<file path="src/rtl/fw_pkg.sv">
package fw_pkg;
   typedef enum logic [1:0] {
      SEG_NONE = 2'd0,
      SEG_CODE = 2'd1,
      SEG_NVD  = 2'd2,
      SEG_VOL  = 2'd3
   } seg_e;
endpackage

</file>
<file path="src/rtl/fw_range.sv">
module fw_range #(
   parameter int ADDR_W  = 32,
   parameter int GRAN_LG = 8,
   parameter int LEN_W   = 13,
   localparam int UW     = ADDR_W - GRAN_LG
) (
   input  logic [ADDR_W-1:0] addr,
   input  logic [UW-1:0]     start,
   input  logic [LEN_W-1:0]  len,
   output logic              hit
);
   logic [ADDR_W:0] lo_b;
   logic [ADDR_W:0] hi_b;
   logic [ADDR_W:0] a_b;

   always_comb begin
      lo_b = {1'b0, start, {GRAN_LG{1'b0}}};
      hi_b = lo_b + ((ADDR_W+1)'(len) << GRAN_LG);
      a_b  = {1'b0, addr};
      hit  = (a_b >= lo_b) && (a_b < hi_b);
   end
endmodule

</file>
<file path="src/rtl/fw_cfg.sv">
module fw_cfg #(
   parameter int CU    = 24,
   parameter int VU    = 26,
   parameter int LEN_W = 13
) (
   input  logic             clk,
   input  logic             rst_n,
   input  logic             arm,
   input  logic [CU-1:0]    code_start_i,
   input  logic [LEN_W-1:0] code_len_i,
   input  logic [CU-1:0]    nvd_start_i,
   input  logic [LEN_W-1:0] nvd_len_i,
   input  logic [VU-1:0]    vol_start_i,
   input  logic [LEN_W-1:0] vol_len_i,
   input  logic             share_i,
   input  logic             exec_i,
   output logic             armed,
   output logic [CU-1:0]    code_start,
   output logic [LEN_W-1:0] code_len,
   output logic [CU-1:0]    nvd_start,
   output logic [LEN_W-1:0] nvd_len,
   output logic [VU-1:0]    vol_start,
   output logic [LEN_W-1:0] vol_len,
   output logic             share,
   output logic             exec
);
   always_ff @(posedge clk) begin
      if (!rst_n) begin
         armed      <= 1'b0;
         code_start <= '0;
         code_len   <= '0;
         nvd_start  <= '0;
         nvd_len    <= '0;
         vol_start  <= '0;
         vol_len    <= '0;
         share      <= 1'b0;
         exec       <= 1'b0;
      end else if (arm && !armed) begin
         armed      <= 1'b1;
         code_start <= code_start_i;
         code_len   <= code_len_i;
         nvd_start  <= nvd_start_i;
         nvd_len    <= nvd_len_i;
         vol_start  <= vol_start_i;
         vol_len    <= vol_len_i;
         share      <= share_i;
         exec       <= exec_i;
      end
   end

   AST_CFG_FROZEN: assert property (@(posedge clk) disable iff (!rst_n)
      (armed && $past(armed)) |-> ($stable(code_start) && $stable(code_len) && $stable(nvd_start)
         && $stable(nvd_len) && $stable(vol_start) && $stable(vol_len) && $stable(share) && $stable(exec)));
endmodule

</file>
<file path="src/rtl/fw_gate.sv">
module fw_gate
   import fw_pkg::*;
(
   input  logic       clk,
   input  logic       rst_n,
   input  logic       armed,
   input  logic       share,
   input  logic       exec,
   input  logic       if_valid,
   input  logic       gate_hit,
   input  logic       f_code,
   input  logic       f_vol,
   input  logic       dat_valid,
   input  logic       d_code,
   input  logic       d_nvd,
   input  logic       d_vol,
   output logic       open,
   output logic       rst_req,
   output logic [1:0] viol_seg
);
   logic v_code, v_nvd, v_vol, v_any;
   logic open_d;
   seg_e sel, seg_q;

   always_comb begin
      v_code = armed && !open && ((if_valid && f_code && !gate_hit) || (dat_valid && d_code));
      v_nvd  = armed && !open && dat_valid && d_nvd;
      v_vol  = armed && ((if_valid && f_vol && (!exec || (!open && !share)))
                      || (!open && dat_valid && d_vol && !share));
      v_any  = v_code || v_nvd || v_vol;
      sel    = v_code ? SEG_CODE : (v_nvd ? SEG_NVD : SEG_VOL);
      open_d = open;
      if (v_any || !armed)
         open_d = 1'b0;
      else if (!open)
         open_d = if_valid && gate_hit;
      else if (if_valid && !f_code && !(f_vol && exec))
         open_d = 1'b0;
   end

   always_ff @(posedge clk) begin
      if (!rst_n) begin
         open    <= 1'b0;
         rst_req <= 1'b0;
         seg_q   <= SEG_NONE;
      end else begin
         open    <= open_d;
         rst_req <= v_any;
         if (v_any && seg_q == SEG_NONE)
            seg_q <= sel;
      end
   end

   assign viol_seg = seg_q;

   AST_OPEN_BY_GATE: assert property (@(posedge clk) disable iff (!rst_n)
      $rose(open) |-> $past(if_valid && gate_hit));
   AST_OPEN_NEEDS_ARM: assert property (@(posedge clk) disable iff (!rst_n)
      open |-> armed);
   AST_REQ_CLOSES: assert property (@(posedge clk) disable iff (!rst_n)
      rst_req |-> !open);
   AST_REQ_HAS_SEG: assert property (@(posedge clk) disable iff (!rst_n)
      rst_req |-> (viol_seg != 2'd0));
   AST_SEG_STICKY: assert property (@(posedge clk) disable iff (!rst_n)
      ($past(viol_seg) != 2'd0) |-> (viol_seg == $past(viol_seg)));
endmodule

</file>
<file path="src/rtl/fw_guard.sv">
module fw_guard #(
   parameter int ADDR_W   = 32,
   parameter int CODE_GLG = 8,
   parameter int VOL_GLG  = 6,
   parameter int LEN_W    = 13,
   parameter int GATE_OFS = 4,
   localparam int CU      = ADDR_W - CODE_GLG,
   localparam int VU      = ADDR_W - VOL_GLG
) (
   input  logic              clk,
   input  logic              rst_n,
   input  logic              cfg_arm,
   input  logic [CU-1:0]     cfg_code_start,
   input  logic [LEN_W-1:0]  cfg_code_len,
   input  logic [CU-1:0]     cfg_nvd_start,
   input  logic [LEN_W-1:0]  cfg_nvd_len,
   input  logic [VU-1:0]     cfg_vol_start,
   input  logic [LEN_W-1:0]  cfg_vol_len,
   input  logic              cfg_vol_share,
   input  logic              cfg_vol_exec,
   input  logic              if_valid,
   input  logic [ADDR_W-1:0] if_addr,
   input  logic              dat_valid,
   input  logic [ADDR_W-1:0] dat_addr,
   output logic              fw_armed,
   output logic              fw_open,
   output logic              rst_req,
   output logic [1:0]        viol_seg
);
   localparam int NPORT = 2;

   if (CODE_GLG < 3 || VOL_GLG < 3) begin : g_bad_gran
      $error("granularity too fine");
   end
   if (GATE_OFS >= (1 << CODE_GLG)) begin : g_bad_gate
      $error("entry offset beyond first code unit");
   end
   if (LEN_W > VU || LEN_W > CU) begin : g_bad_len
      $error("length field wider than address units");
   end

   logic [CU-1:0]    code_start, nvd_start;
   logic [VU-1:0]    vol_start;
   logic [LEN_W-1:0] code_len, nvd_len, vol_len;
   logic             share, exec;

   fw_cfg #(.CU(CU), .VU(VU), .LEN_W(LEN_W)) u_cfg (
      .clk(clk), .rst_n(rst_n), .arm(cfg_arm),
      .code_start_i(cfg_code_start), .code_len_i(cfg_code_len),
      .nvd_start_i(cfg_nvd_start), .nvd_len_i(cfg_nvd_len),
      .vol_start_i(cfg_vol_start), .vol_len_i(cfg_vol_len),
      .share_i(cfg_vol_share), .exec_i(cfg_vol_exec),
      .armed(fw_armed), .code_start(code_start), .code_len(code_len),
      .nvd_start(nvd_start), .nvd_len(nvd_len),
      .vol_start(vol_start), .vol_len(vol_len),
      .share(share), .exec(exec)
   );

   logic [ADDR_W-1:0] p_addr [NPORT];
   logic [NPORT-1:0]  h_code, h_nvd, h_vol;

   assign p_addr[0] = if_addr;
   assign p_addr[1] = dat_addr;

   for (genvar p = 0; p < NPORT; p++) begin : g_port
      fw_range #(.ADDR_W(ADDR_W), .GRAN_LG(CODE_GLG), .LEN_W(LEN_W)) u_code (
         .addr(p_addr[p]), .start(code_start), .len(code_len), .hit(h_code[p]));
      fw_range #(.ADDR_W(ADDR_W), .GRAN_LG(CODE_GLG), .LEN_W(LEN_W)) u_nvd (
         .addr(p_addr[p]), .start(nvd_start), .len(nvd_len), .hit(h_nvd[p]));
      fw_range #(.ADDR_W(ADDR_W), .GRAN_LG(VOL_GLG), .LEN_W(LEN_W)) u_vol (
         .addr(p_addr[p]), .start(vol_start), .len(vol_len), .hit(h_vol[p]));
   end

   logic [ADDR_W-1:0] gate_addr;
   logic              gate_hit;

   always_comb begin
      gate_addr = {code_start, {CODE_GLG{1'b0}}} + ADDR_W'(GATE_OFS);
      gate_hit  = h_code[0] && (if_addr == gate_addr);
   end

   fw_gate u_gate (
      .clk(clk), .rst_n(rst_n), .armed(fw_armed), .share(share), .exec(exec),
      .if_valid(if_valid), .gate_hit(gate_hit), .f_code(h_code[0]), .f_vol(h_vol[0]),
      .dat_valid(dat_valid), .d_code(h_code[1]), .d_nvd(h_nvd[1]), .d_vol(h_vol[1]),
      .open(fw_open), .rst_req(rst_req), .viol_seg(viol_seg)
   );
endmodule

</file>
<file path="config.mk">
export PLATFORM = sky130hd
export DESIGN_NAME = fw_guard
export DESIGN_NICKNAME = d
export VERILOG_FILES = /design/src/rtl/fw_pkg.sv /design/src/rtl/fw_range.sv /design/src/rtl/fw_cfg.sv /design/src/rtl/fw_gate.sv /design/src/rtl/fw_guard.sv
export SDC_FILE = /design/constraint.sdc
export NUM_CORES = 1
export LEC_CHECK = 0
export CORE_MARGIN = 1.5
export CORE_UTILIZATION = 28
export CTS_CLUSTER_DIAMETER = 150
export DETAILED_ROUTE_END_ITERATION = 10
export GPL_TIMING_DRIVEN = 0
export SKIP_LAST_GASP = 1
export SYNTH_ARGS = -nofsm -noshare
export SYNTH_HDL_FRONTEND = slang
export SYNTH_SLANG_ARGS = --single-unit
</file>
<file path="constraint.sdc">
create_clock -name clk -period 4.75 [get_ports clk]
set_input_delay 0.475 -clock clk [delete_from_list [all_inputs] [get_ports clk]]
set_output_delay 0.475 -clock clk [all_outputs]
set_load 0.1 [all_outputs]
</file>
==> flow_summary_export.csv <==
group,metric,value,unit
pwr,ir_drop,0.193,mV
grt,grt_usage,19.0,%
cts,clock_latency,430,ps
pwr,swShare,33.9,%
die,num_rows,76,
worst_setup_path,r2r_cells,18,
worst_setup_path,startpoint_type,"register",
cts,holdBufCountCts,0,
timing,max_freq,212,MHz
synthesis,netlist_area,12300,um2
drt,dr.pass1.iters,5,
place,pre_cts_ws,-651,ps
synthesis,synth_xor_area_share,4.69,%
die,die_area,45200,um2
job,drv_cap,0,
synthesis,synth_top_family_by_area,"adder cells",
grt,grt_max_degree,17,
die,core-area,43300,um2
place,place_inst,2287,
grt,grt_pass1_vias,11815,
synthesis,synth_edf_count,0,
timing,hold_violations,0,
cts,clockBufferDepth,2,
timing,fin_crit_sh,99.5,%
synthesis,ys_seq_elements,120,
worst_setup_path,required,5080,ps
run_status,run_status,"complete, no violations",
synthesis,avgSynthCellArea,8.12,um2
pwr,seqPwrFrac,31.0,%
worst_setup_path,r2r-end,"u_gate.viol_seg[0]$_SDFFE_PN0P_",
layout,area_growth,29.0,%
cts,htree_levels,4,
synthesis,yosys.area_share.simple,18.5,%
place,place.gp.congestion,0.901,
pwr,total_power,3.63,mW
timing,fin_crit,4730,ps
layout,final_cells,2339,
worst_setup_path,rr_startpoint,"u_cfg.code_start[11]$_SDFFE_PN0P_",
grt,grt_pass1_wl,65.0,mm
place,dpl.hpwl,36.6,mm
timing,rsz0062_at_grt,"yes",
synthesis,synth_cell_type_count,71,
pwr,power.switching,1.23,mW
layout,finalNetCount,2204,
synthesis,synth_mux_area_share,0,%
cts,cts.clk_slew.worst_paths,60,ps
pwr,p_int,2.40,mW
cts,cts_inserted_buffers,17,
worst_setup_path,worstSetupEndpointType,"register",
timing,clock_skew,12.3,ps
timing,worstMarginPinSlew,992,ps
drt,route.detailed.drc,0,
timing,setup_ws,22.8,ps
synthesis,synth.net_count,1980,
pwr,comb_power_share,31.8,%
pwr,power.leakage,6.42,nW
timing,slew_headroom,33.7,%
worst_setup_path,reg2reg_slack,20,ps
pwr,pwr_density_cell,228,nW/um2
die,start_util,28.4,%
die,die_h,213,um
synthesis,syn_inst,1515,
worst_setup_path,critPathKind,"register to register",
die,die_w,213,um
synthesis,yosys_warnings,0,
drt,routed_wl,43.0,mm
synthesis,synth_fa_ha_area_share,28.8,%
synthesis,synthFlopType,"dfxtp_1",
min_path,worstHoldPathType,"register to register",
drt,drtAntennaViolNets,0,
cts,clock-sinks,120,
worst_setup_path,path_max_fanout,5,
timing,finalSetupViolCount,0,
worst_setup_path,endpoint,"u_gate.viol_seg[0]$_SDFFE_PN0P_",
cts,cts_tree,"yes",
worst_setup_path,cp-startpoint,"u_cfg.code_start[11]$_SDFFE_PN0P_",
synthesis,seq_area_frac_synth,19.5,%
pwr,clockPowerShare,37.3,%
die,ios,189,
grt,antenna_found_initial,6,
drt,vias,11830,
timing,report.final.slew_viol_count,0,
drt,wl_per_cell,18.4,um
cts,cts_root_buf,"clkbuf_16",
timing,whs,467,ps
place,portBuffers,187,
drt,initialDrtViolationCount,588,
worst_setup_path,critPathArrivalTime,5060,ps
grt,gr-total-overflow,0,
synthesis,async_flop_share,0,%
layout,drive_gt1_share,6.11,%
synthesis,synth_compound_area_share,24.4,%
min_path,hold_depth,2,
layout,fin_util,36.7,%
drt,viasPerCell,5.06,
-- synthesized netlist by cell type, types with 6 or more instances --
| library cell | instances | share of area, % |
|---|---|---|
| nor4_1 | 14 | 0.71 |
| ha_1 | 278 | 28 |
| nand2_1 | 283 | 8.6 |
| o21bai_1 | 10 | 0.61 |
| dfxtp_1 | 120 | 20 |
| a21boi_0 | 115 | 7.0 |
| xor2_1 | 14 | 1.0 |
| nor2b_1 | 14 | 0.71 |
| nand2b_1 | 14 | 0.71 |
| inv_1 | 93 | 2.8 |
| o211ai_1 | 11 | 0.67 |
| nor3_1 | 13 | 0.53 |
| o21ai_0 | 45 | 1.8 |
| o2111ai_1 | 10 | 0.71 |
| nor2_1 | 40 | 1.2 |
| a21o_1 | 59 | 3.6 |
| and3_1 | 13 | 0.66 |
| o21a_1 | 18 | 1.1 |
| xnor2_1 | 50 | 3.6 |
| a211oi_1 | 19 | 1.2 |
| a221oi_1 | 7 | 0.50 |
| nand4_1 | 34 | 1.7 |
| a21oi_1 | 76 | 3.1 |
| and4_1 | 11 | 0.78 |
| buf_1 | 6 | 0.18 |
| a31oi_1 | 9 | 0.46 |
| clkbuf_1 | 33 | 1.0 |
| a211o_1 | 6 | 0.43 |
| or3_1 | 8 | 0.41 |
| nand3_1 | 23 | 0.94 |
-- sequential cells by signal, summed over array words and instances (netlist names) --
register and flops:
u_cfg.vol_start 26, u_cfg.code_start 24, u_cfg.nvd_start 24, u_cfg.code_len 13, u_cfg.nvd_len 13, u_cfg.vol_len 13, u_gate.viol_seg 2, u_cfg.armed 1
u_cfg.exec 1, u_cfg.share 1, u_gate.open 1, u_gate.rst_req 1
-- cells by family (layout without fill, tap and decap cells) --
family / Yosys count / in the layout
other: 0 / 2
XOR/XNOR: 65 / 65
flip-flops: 120 / 120
buffers and inverters: 132 / 369
AND/OR/NAND/NOR: 489 / 489
adder cells (fa/ha/maj): 282 / 282
AO/OA/AOI/OAI: 427 / 427
-- placed cells by master (no fill, tap or decap), types with 16 or more instances in the layout --
master           instances
nor2_1                  39
nand2_1                282
dfxtp_1                116
clkbuf_1                33
ha_1                   277
a21boi_0               115
xnor2_1                 46
a211oi_1                16
nand4_1                 34
buf_4                   18
inv_1                   93
o21ai_0                 39
clkdlybuf4s50_1        187
o21a_1                  18
nand3_1                 22
clkbuf_16               17
a21o_1                  59
a21oi_1                 67
-- layout make-up --
cell class / instances / area [um2]
Buffer: 39 / 146
Clock inverter: 14 / 163
Antenna cell: 2 / 5.00
Timing Repair Buffer: 205 / 2010
Clock buffer: 18 / 439
Fill cell: 4443 / 27400
Tap cell: 585 / 732
Multi-Input combinational cell: 1263 / 9630
Sequential cell: 120 / 2410
Inverter: 93 / 349
-- layer usage --
| layer | up-vias | GRT usage [%] | part of all wire, % |
|---|---|---|---|
| met5 | - | 0 | 0.12 |
| met1 | 5468 | 24.2 | 45 |
| met4 | 8 | 6.46 | 2.7 |
| li1 | 5986 | - | - |
| met3 | 60 | 3.54 | 5.3 |
| met2 | 308 | 32.2 | 47 |
-- metrics by stage --
stage,instance area [um2],TNS (ps)
after floorplan,12300,0
after global placement,14900,-1670
after detailed placement,14900,-2050
after CTS,15600,-1.18
after global routing,15900,-460
final,15900,0
-- power groups by stage --
stage | registers, mW | clock network, mW | logic, mW
after floorplan | 1.14 | 0 | 0.662
after global placement | 1.14 | 0 | 1.08
after detailed placement | 1.14 | 0 | 1.11
after CTS | 1.12 | 1.38 | 1.13
after global routing | 1.13 | 1.42 | 1.30
final | 1.12 | 1.35 | 1.15
-- timing repair --
| action | CTS | global route |
|---|---|---|
| setup endpoints to repair | 4 | 4 |
| setup buffers | 6 | 12 |
| resized for setup | 20 | 32 |
| pin swaps | 10 | 27 |
-- critical path, cell delays in order (launching register included) --
cell and delay [ps]:
dfxtp_1 330, ha_1 380, nand3_2 180, nor4_1 300, o31a_1 250, nor2_1 110
nor4_1 300, xnor2_1 230, ha_1 320, a21oi_1 140, o21ai_0 90, a31o_1 230
a211o_1 290, a22o_1 220, a32o_1 210, maj3_2 330, a31oi_4 260, a31oi_4 130
o41ai_2 320
-- worst min path at each step --
stage	start	endpoint
after floorplan	u_cfg.nvd_start[20]$_SDFFE_PN0P_	u_cfg.nvd_start[20]$_SDFFE_PN0P_
after global placement	u_cfg.nvd_start[20]$_SDFFE_PN0P_	u_cfg.nvd_start[20]$_SDFFE_PN0P_
after detailed placement	u_cfg.nvd_start[20]$_SDFFE_PN0P_	u_cfg.nvd_start[20]$_SDFFE_PN0P_
after CTS	u_cfg.nvd_start[20]$_SDFFE_PN0P_	u_cfg.nvd_start[20]$_SDFFE_PN0P_
after global routing	u_cfg.code_len[9]$_SDFFE_PN0P_	u_cfg.code_len[9]$_SDFFE_PN0P_
final	u_cfg.nvd_start[20]$_SDFFE_PN0P_	u_cfg.nvd_start[20]$_SDFFE_PN0P_
Note: power is estimated with default switching activity, not from simulation.
